===== src/rtl/qdr_pkg.sv =====
package qdr_pkg;
  localparam int unsigned LANE_BITS = 9;

  // strobes from the control to the datapath, one per burst phase
  typedef struct packed {
    logic rdStart;  // read accepted at the last rising edge
    logic rdEarly;  // cycle holding read beats 0 and 1
    logic rdLate;   // cycle holding read beats 2 and 3
    logic wrEarly;  // cycle capturing write beats 0 and 1
    logic wrLate;   // cycle capturing write beats 2 and 3
  } qdr_strobe_t;
endpackage


===== src/rtl/qdr_ctrl.sv =====
module qdr_ctrl
  import qdr_pkg::*;
#(
  parameter int unsigned ADDR_W         = 6,
  parameter int unsigned RESTORE_CYCLES = 1024
) (
  input  logic              clk,
  input  logic              rst,
  input  logic              clkHalted,
  input  logic              rdSel,
  input  logic              wrSel,
  input  logic [ADDR_W-1:0] addr,
  output logic              ready,
  output qdr_strobe_t       strobe,
  output logic [ADDR_W-1:0] rdBaseA,
  output logic [ADDR_W-1:0] rdBaseB
);
  localparam int unsigned CNT_W = $clog2(RESTORE_CYCLES + 1);
  localparam logic [CNT_W-1:0] CNT_DONE = CNT_W'(RESTORE_CYCLES);

  logic [CNT_W-1:0] restoreCnt;
  logic rdP1, rdP2, rdP3;
  logic wrP1, wrP2;
  logic rdAccept, wrAccept;

  assign ready    = (restoreCnt == CNT_DONE);
  // one start per port every second cycle, only once restored
  assign rdAccept = rdSel && ready && !rdP1;
  assign wrAccept = wrSel && ready && !wrP1;

  always_ff @(posedge clk) begin
    if (rst) begin
      restoreCnt <= '0;
      rdP1 <= 1'b0;
      rdP2 <= 1'b0;
      rdP3 <= 1'b0;
      wrP1 <= 1'b0;
      wrP2 <= 1'b0;
    end else begin
      if (clkHalted) begin
        restoreCnt <= '0;
      end else if (!ready) begin
        restoreCnt <= restoreCnt + 1'b1;
      end
      rdP1 <= rdAccept;
      rdP2 <= rdP1;
      rdP3 <= rdP2;
      wrP1 <= wrAccept;
      wrP2 <= wrP1;
    end
  end

  // base A serves beats 0/1; base B keeps it one cycle longer for beats 2/3
  always_ff @(posedge clk) begin
    if (rdAccept) begin
      rdBaseA <= addr;
    end
    rdBaseB <= rdBaseA;
  end

  always_comb begin
    strobe.rdStart = rdP1;
    strobe.rdEarly = rdP2;
    strobe.rdLate  = rdP3;
    strobe.wrEarly = wrP1;
    strobe.wrLate  = wrP2;
  end
endmodule


===== src/rtl/qdr_datapath.sv =====
module qdr_datapath
  import qdr_pkg::*;
#(
  parameter int unsigned ADDR_W = 6,
  parameter int unsigned LANES  = 2
) (
  input  logic                       clk,
  input  logic                       rst,
  input  qdr_strobe_t                strobe,
  input  logic [ADDR_W-1:0]          addr,
  input  logic [ADDR_W-1:0]          rdBaseA,
  input  logic [ADDR_W-1:0]          rdBaseB,
  input  logic [LANES-1:0]           wrMask,
  input  logic [LANES*LANE_BITS-1:0] wrData,
  output logic [LANES*LANE_BITS-1:0] rdData,
  output logic                       rdValid
);
  localparam int unsigned WIDTH = LANES * LANE_BITS;
  localparam int unsigned DEPTH = 1 << ADDR_W;

  logic [WIDTH-1:0]  mem [DEPTH];
  logic [ADDR_W-1:0] wrBase;
  logic [WIDTH-1:0]  holdData;
  logic [LANES-1:0]  holdMask;
  logic [WIDTH-1:0]  qPos, qNeg;
  logic              vPos, vNeg;
  logic [ADDR_W-1:0] rdAddrNeg, rdAddrPos, wrAddrHold, wrAddrLive;

  // linear step inside the aligned group of four
  function automatic logic [ADDR_W-1:0] beatAddr(input logic [ADDR_W-1:0] base,
                                                 input logic [1:0] step);
    logic [1:0] low;
    low = base[1:0] + step;
    return {base[ADDR_W-1:2], low};
  endfunction

  always_comb begin
    rdAddrNeg  = strobe.rdEarly ? beatAddr(rdBaseA, 2'd0) : beatAddr(rdBaseB, 2'd2);
    rdAddrPos  = strobe.rdEarly ? beatAddr(rdBaseA, 2'd1) : beatAddr(rdBaseB, 2'd3);
    wrAddrHold = strobe.wrEarly ? beatAddr(wrBase, 2'd0) : beatAddr(wrBase, 2'd2);
    wrAddrLive = strobe.wrEarly ? beatAddr(wrBase, 2'd1) : beatAddr(wrBase, 2'd3);
  end

  // complementary edge: write address, even write beats, even read beats
  always_ff @(negedge clk) begin
    if (strobe.wrEarly) begin
      wrBase <= addr;
    end
    holdData <= wrData;
    holdMask <= wrMask;
    qNeg     <= mem[rdAddrNeg];
  end

  always_ff @(negedge clk) begin
    if (rst) vNeg <= 1'b0;
    else     vNeg <= strobe.rdEarly || strobe.rdLate;
  end

  // true edge: odd read beats, and the pair commit of write beats
  always_ff @(posedge clk) begin
    qPos <= mem[rdAddrPos];
    if (strobe.wrEarly || strobe.wrLate) begin
      for (int l = 0; l < LANES; l++) begin
        if (!holdMask[l]) begin
          mem[wrAddrHold][l*LANE_BITS +: LANE_BITS] <= holdData[l*LANE_BITS +: LANE_BITS];
        end
        if (!wrMask[l]) begin
          mem[wrAddrLive][l*LANE_BITS +: LANE_BITS] <= wrData[l*LANE_BITS +: LANE_BITS];
        end
      end
    end
  end

  always_ff @(posedge clk) begin
    if (rst) vPos <= 1'b0;
    else     vPos <= strobe.rdEarly || strobe.rdLate;
  end

  // double-rate output: the level of clk picks the half-period register
  assign rdData  = clk ? qPos : qNeg;
  assign rdValid = clk ? vPos : vNeg;
endmodule


===== src/rtl/qdr_burst_sram.sv =====
module qdr_burst_sram
  import qdr_pkg::*;
#(
  parameter int unsigned ADDR_W         = 6,
  parameter int unsigned LANES          = 2,
  parameter int unsigned RESTORE_CYCLES = 1024
) (
  input  logic                 clk,
  input  logic                 rst,
  input  logic                 clkHalted,
  output logic                 ready,
  input  logic                 rdSel,
  input  logic                 wrSel,
  input  logic [ADDR_W-1:0]    addr,
  input  logic [LANES-1:0]     wrMask,
  input  logic [LANES*9-1:0]   wrData,
  output logic [LANES*9-1:0]   rdData,
  output logic                 rdValid
);
  qdr_strobe_t       strobe;
  logic [ADDR_W-1:0] rdBaseA, rdBaseB;

  qdr_ctrl #(.ADDR_W(ADDR_W), .RESTORE_CYCLES(RESTORE_CYCLES)) i_ctrl (
    .clk(clk), .rst(rst), .clkHalted(clkHalted), .rdSel(rdSel), .wrSel(wrSel),
    .addr(addr), .ready(ready), .strobe(strobe), .rdBaseA(rdBaseA), .rdBaseB(rdBaseB)
  );

  qdr_datapath #(.ADDR_W(ADDR_W), .LANES(LANES)) i_datapath (
    .clk(clk), .rst(rst), .strobe(strobe), .addr(addr), .rdBaseA(rdBaseA),
    .rdBaseB(rdBaseB), .wrMask(wrMask), .wrData(wrData), .rdData(rdData),
    .rdValid(rdValid)
  );
endmodule


===== config.mk =====
export PLATFORM = sky130hd
export DESIGN_NAME = qdr_burst_sram
export DESIGN_NICKNAME = d
export VERILOG_FILES = /design/src/rtl/qdr_pkg.sv /design/src/rtl/qdr_ctrl.sv /design/src/rtl/qdr_datapath.sv /design/src/rtl/qdr_burst_sram.sv
export SDC_FILE = /design/constraint.sdc
export NUM_CORES = 2
export LEC_CHECK = 0
export ABC_AREA = 0
export BUFFER_PORTS_ARGS = -buffer_cell sky130_fd_sc_hd__buf_2
export CAP_MARGIN = 20
export CORE_MARGIN = 2
export CORE_UTILIZATION = 36
export DETAILED_ROUTE_END_ITERATION = 7
export SYNTH_ARGS = -nofsm -noshare
export SYNTH_HDL_FRONTEND = slang
export SYNTH_SLANG_ARGS = --single-unit

===== constraint.sdc =====
create_clock -name clk -period 2.9 [get_ports clk]
set_input_delay 0.29 -clock clk [delete_from_list [all_inputs] [get_ports clk]]
set_output_delay 0.29 -clock clk [all_outputs]
set_load 0.01 [all_outputs]

==> impl_metrics.env <==
export IMPL_finalNonFillerCells=13200
export IMPL_cp_required_ps=2280
export IMPL_r2r_slack_ps=-1330
export IMPL_grt_pass1_vias=84600
export IMPL_die_area_um2=243000
export IMPL_crit_path_end="i_datapath.qNeg[4]"
export IMPL_placed_area_um2=109000
export IMPL_drive_above_1_share_pct=45.1
export IMPL_drt_pre_antenna_iters=7
export IMPL_dp_cells=12700
export IMPL_io_buffers=50
export IMPL_clk_pin_slew_ps=60
export IMPL_synth_fp_nets=8337
export IMPL_regArea_um2=36600
export IMPL_pre_cts_slack_ps=-1630
export IMPL_path_max_fanout=14
export IMPL_coreArea_um2=238000
export IMPL_reg2reg_depth=10
export IMPL_power_density_nw_per_um2=352
export IMPL_power_total_mw=41.9
export IMPL_ys_types=89
export IMPL_dp_hpwl_mm=299
export IMPL_antenna_found_initial=29
export IMPL_track_usage_pct=35.1
export IMPL_hp_start="rst"
export IMPL_holdCritPathClass="input port to register"
export IMPL_wl_mm=452
export IMPL_finClkSkew_ps=46.8
export IMPL_ys_seq_area_share_pct=42.4
export IMPL_drtIter0Drc=13500
export IMPL_drc_errors=0
export IMPL_overflow=0
export IMPL_num_fill_cells=20900
export IMPL_crit_slowest_cell="edfxtp_1"
export IMPL_crit_reg2reg_capture="i_datapath.qNeg[4]"
export IMPL_slew_violations=0
export IMPL_wl_per_cell_um=34.1
export IMPL_synthArstFlopShare_pct=0
export IMPL_crit_start="i_ctrl.rdBaseA[1]"
export IMPL_synth_ff_type="edfxtp_1"
export IMPL_ys_ff_latch=1244
export IMPL_setup_tns_ps=-1734920
export IMPL_critPathMaxStageDelay_ps=420
export IMPL_start_util_pct=36.2
export IMPL_finalNetCount=9969
export IMPL_rr_startpoint="i_ctrl.rdBaseA[1]"
export IMPL_vias=89600
export IMPL_hold_viol_final=0
export IMPL_yosysWarnings=0
export IMPL_cp_start_kind="register"
export IMPL_avgViaCountPerCell=6.77
export IMPL_maxCapViolCount=0
export IMPL_critical_path_class="register to register"
export IMPL_die_x_um=493
export IMPL_slew_headroom_pct=25.3
export IMPL_clock_latency_ps=990
export IMPL_synthCells=8304
export IMPL_design_area_um2=119000
export IMPL_rsz0062_at_grt="yes"
export IMPL_grt_pass1_wl_mm=622
export IMPL_synth_edf_count=1164
export IMPL_dieHeight_um=493
export IMPL_floorplan_rows=179
export IMPL_routabilityCongestion=1.02
export IMPL_syn2layout_area_growth_pct=37.9
export IMPL_p_leak_nw=42.0
export IMPL_ir_drop_mv=0.709
export IMPL_outcome="finished, violations left"
export IMPL_end_kind="register"
export IMPL_final_util_pct=50.0
export IMPL_cp_arrival_ps=3610
export IMPL_synth_area_per_cell_um2=10.4
export IMPL_ios=51
export IMPL_tightest_slew_ps=1120
export IMPL_grt_max_degree=109
export IMPL_hold_ws_ps=144
export IMPL_finalSetupViolations=2359
export IMPL_synth_area_um2=86200
export IMPL_ant_nets=0
export IMPL_setup_slack_ps=-1330
export IMPL_multi_input_area_um2=47900
export IMPL_worstPathCellList="buf_8, clkinv_16, buf_6, a211oi_1, nor4_2, o221ai_1, mux2i_1, buf_4, o2bb2a_1, and4_1"
export IMPL_violations="setup timing"
export IMPL_cts_tree="yes"
cell usage in the layout (no fill, tap or decap), types with 27 or more instances in the layout:
cell          n
nand3_1      70
nand2b_1     38
dfxtp_1      58
buf_4      1759
a211oi_1    920
nor2_1      405
nor4_1      209
buf_2        56
inv_1       135
nor3_1       61
a211o_1      30
nor2_4       51
nand2_1     401
mux2_2     1131
buf_6        88
a31oi_1     116
o21ai_0     176
o221ai_1     79
mux4_2       52
clkbuf_1     28
clkinv_1     30
o21ai_2      46
mux2i_1      88
nand4_1      69
o22ai_1     118
buf_12      428
nand3_2      39
a21oi_1     586
edfxtp_1   1164
o221a_2     119
clkbuf_16   190
a211oi_2     58
o22ai_2      32
mux2_4       50
o21bai_1    177
and2_1       27
o211ai_1    187
nor2_2       35
flip-flops by register name (all words and copies together), names as in the netlist:
register	flops
i_datapath.mem	1152
i_datapath.holdData	18
i_datapath.qNeg	18
i_datapath.qPos	18
i_ctrl.restoreCnt	11
i_ctrl.rdBaseA	6
i_ctrl.rdBaseB	6
i_datapath.wrBase	6
i_datapath.holdMask	2
i_ctrl.rdP1	1
i_ctrl.rdP2	1
i_ctrl.rdP3	1
i_ctrl.wrP1	1
i_ctrl.wrP2	1
i_datapath.vNeg	1
i_datapath.vPos	1
worst min-delay path by stage:
stage	end	slack, ps	cells past startpoint
floorplan	i_ctrl.rdBaseB[3]	350	0
global placement	i_ctrl.rdBaseB[5]	380	0
detailed placement	i_ctrl.rdBaseB[5]	390	0
CTS	i_ctrl.rdP3	100	3
global route	i_ctrl.rdP3	140	3
finish	i_ctrl.rdP3	140	3
what timing repair did:
item,4_1_cts,5_1_grt
hold endpoints to repair,29,0
gates resized for setup,314,344
setup buffers,62,56
hold buffers,10,0
endpoints found under the setup margin,2359,2359
gates cloned,23,36
pin swaps,54,75
final cells by class:
type | instances | share of cell area, %
inverter | 86 | 0.341
antenna | 14 | 0.0295
multi-input combinational | 5981 | 40.3
timing repair inverter | 6 | 0.0610
tap | 3167 | 3.33
clock inverter | 135 | 0.624
timing repair buffer | 2395 | 20.9
clock buffer | 219 | 3.73
sequential | 1244 | 30.8
worst max-delay path: cells and delay by family (launching register included):
kind                   cells  cell delay, ps
multiplexers               1             160
flip-flops                 1             420
AO/OA/AOI/OAI              3             990
buffers and inverters      4             720
AND/OR/NAND/NOR            2             320
Yosys cell counts, drive strengths merged (30+ instances only):
cell | n | area share, %
a2111oi | 33 | 0.34
a211o | 30 | 0.30
a211oi | 981 | 8.5
a21oi | 597 | 3.5
a22oi | 31 | 0.30
a31oi | 120 | 0.87
and2 | 32 | 0.23
buf | 545 | 3.4
clkbuf | 452 | 2.0
dfxtp | 80 | 1.9
edfxtp | 1164 | 41
inv | 87 | 0.38
mux2 | 1180 | 15
mux2i | 110 | 1.3
mux4 | 52 | 1.4
nand2 | 436 | 1.9
nand2b | 39 | 0.28
nand3 | 122 | 0.71
nand4 | 69 | 0.50
nor2 | 490 | 2.3
nor3 | 75 | 0.44
nor4 | 225 | 1.6
o211ai | 187 | 1.6
o21ai | 253 | 1.5
o21bai | 182 | 1.6
o221a | 120 | 1.6
o221ai | 85 | 0.86
o22ai | 158 | 1.2
cell families after synthesis:
family                   after synthesis  synth area share (%)
buffers and inverters               1084                  5.79
adder cells (fa/ha/maj)                2                0.0290
multiplexers                        1342                  18.1
AO/OA/AOI/OAI                       3034                  24.7
flip-flops                          1244                  42.4
XOR/XNOR                              10                 0.110
AND/OR/NAND/NOR                     1588                  8.86
report_power, final:
| part | switching (mW) | internal [mW] | total (mW) | leakage, nW |
|---|---|---|---|---|
| sequential | 0.0476 | 19.6 | 19.7 | 11.1 |
| clock | 9.37 | 11.2 | 20.6 | 2.82 |
| combinational | 0.958 | 0.707 | 1.66 | 28.1 |
routing by layer:
layer / part of all wire, % / up-vias / GRT usage (%)
met5: 0.020 / - / 0
met1: 36 / 44100 / 44.3
li1: - / 36700 / -
met4: 8.3 / 10 / 23.9
met2: 42 / 7143 / 51.8
met3: 13 / 1705 / 9.90
No activity file was read; power rests on OpenSTA's default activity.
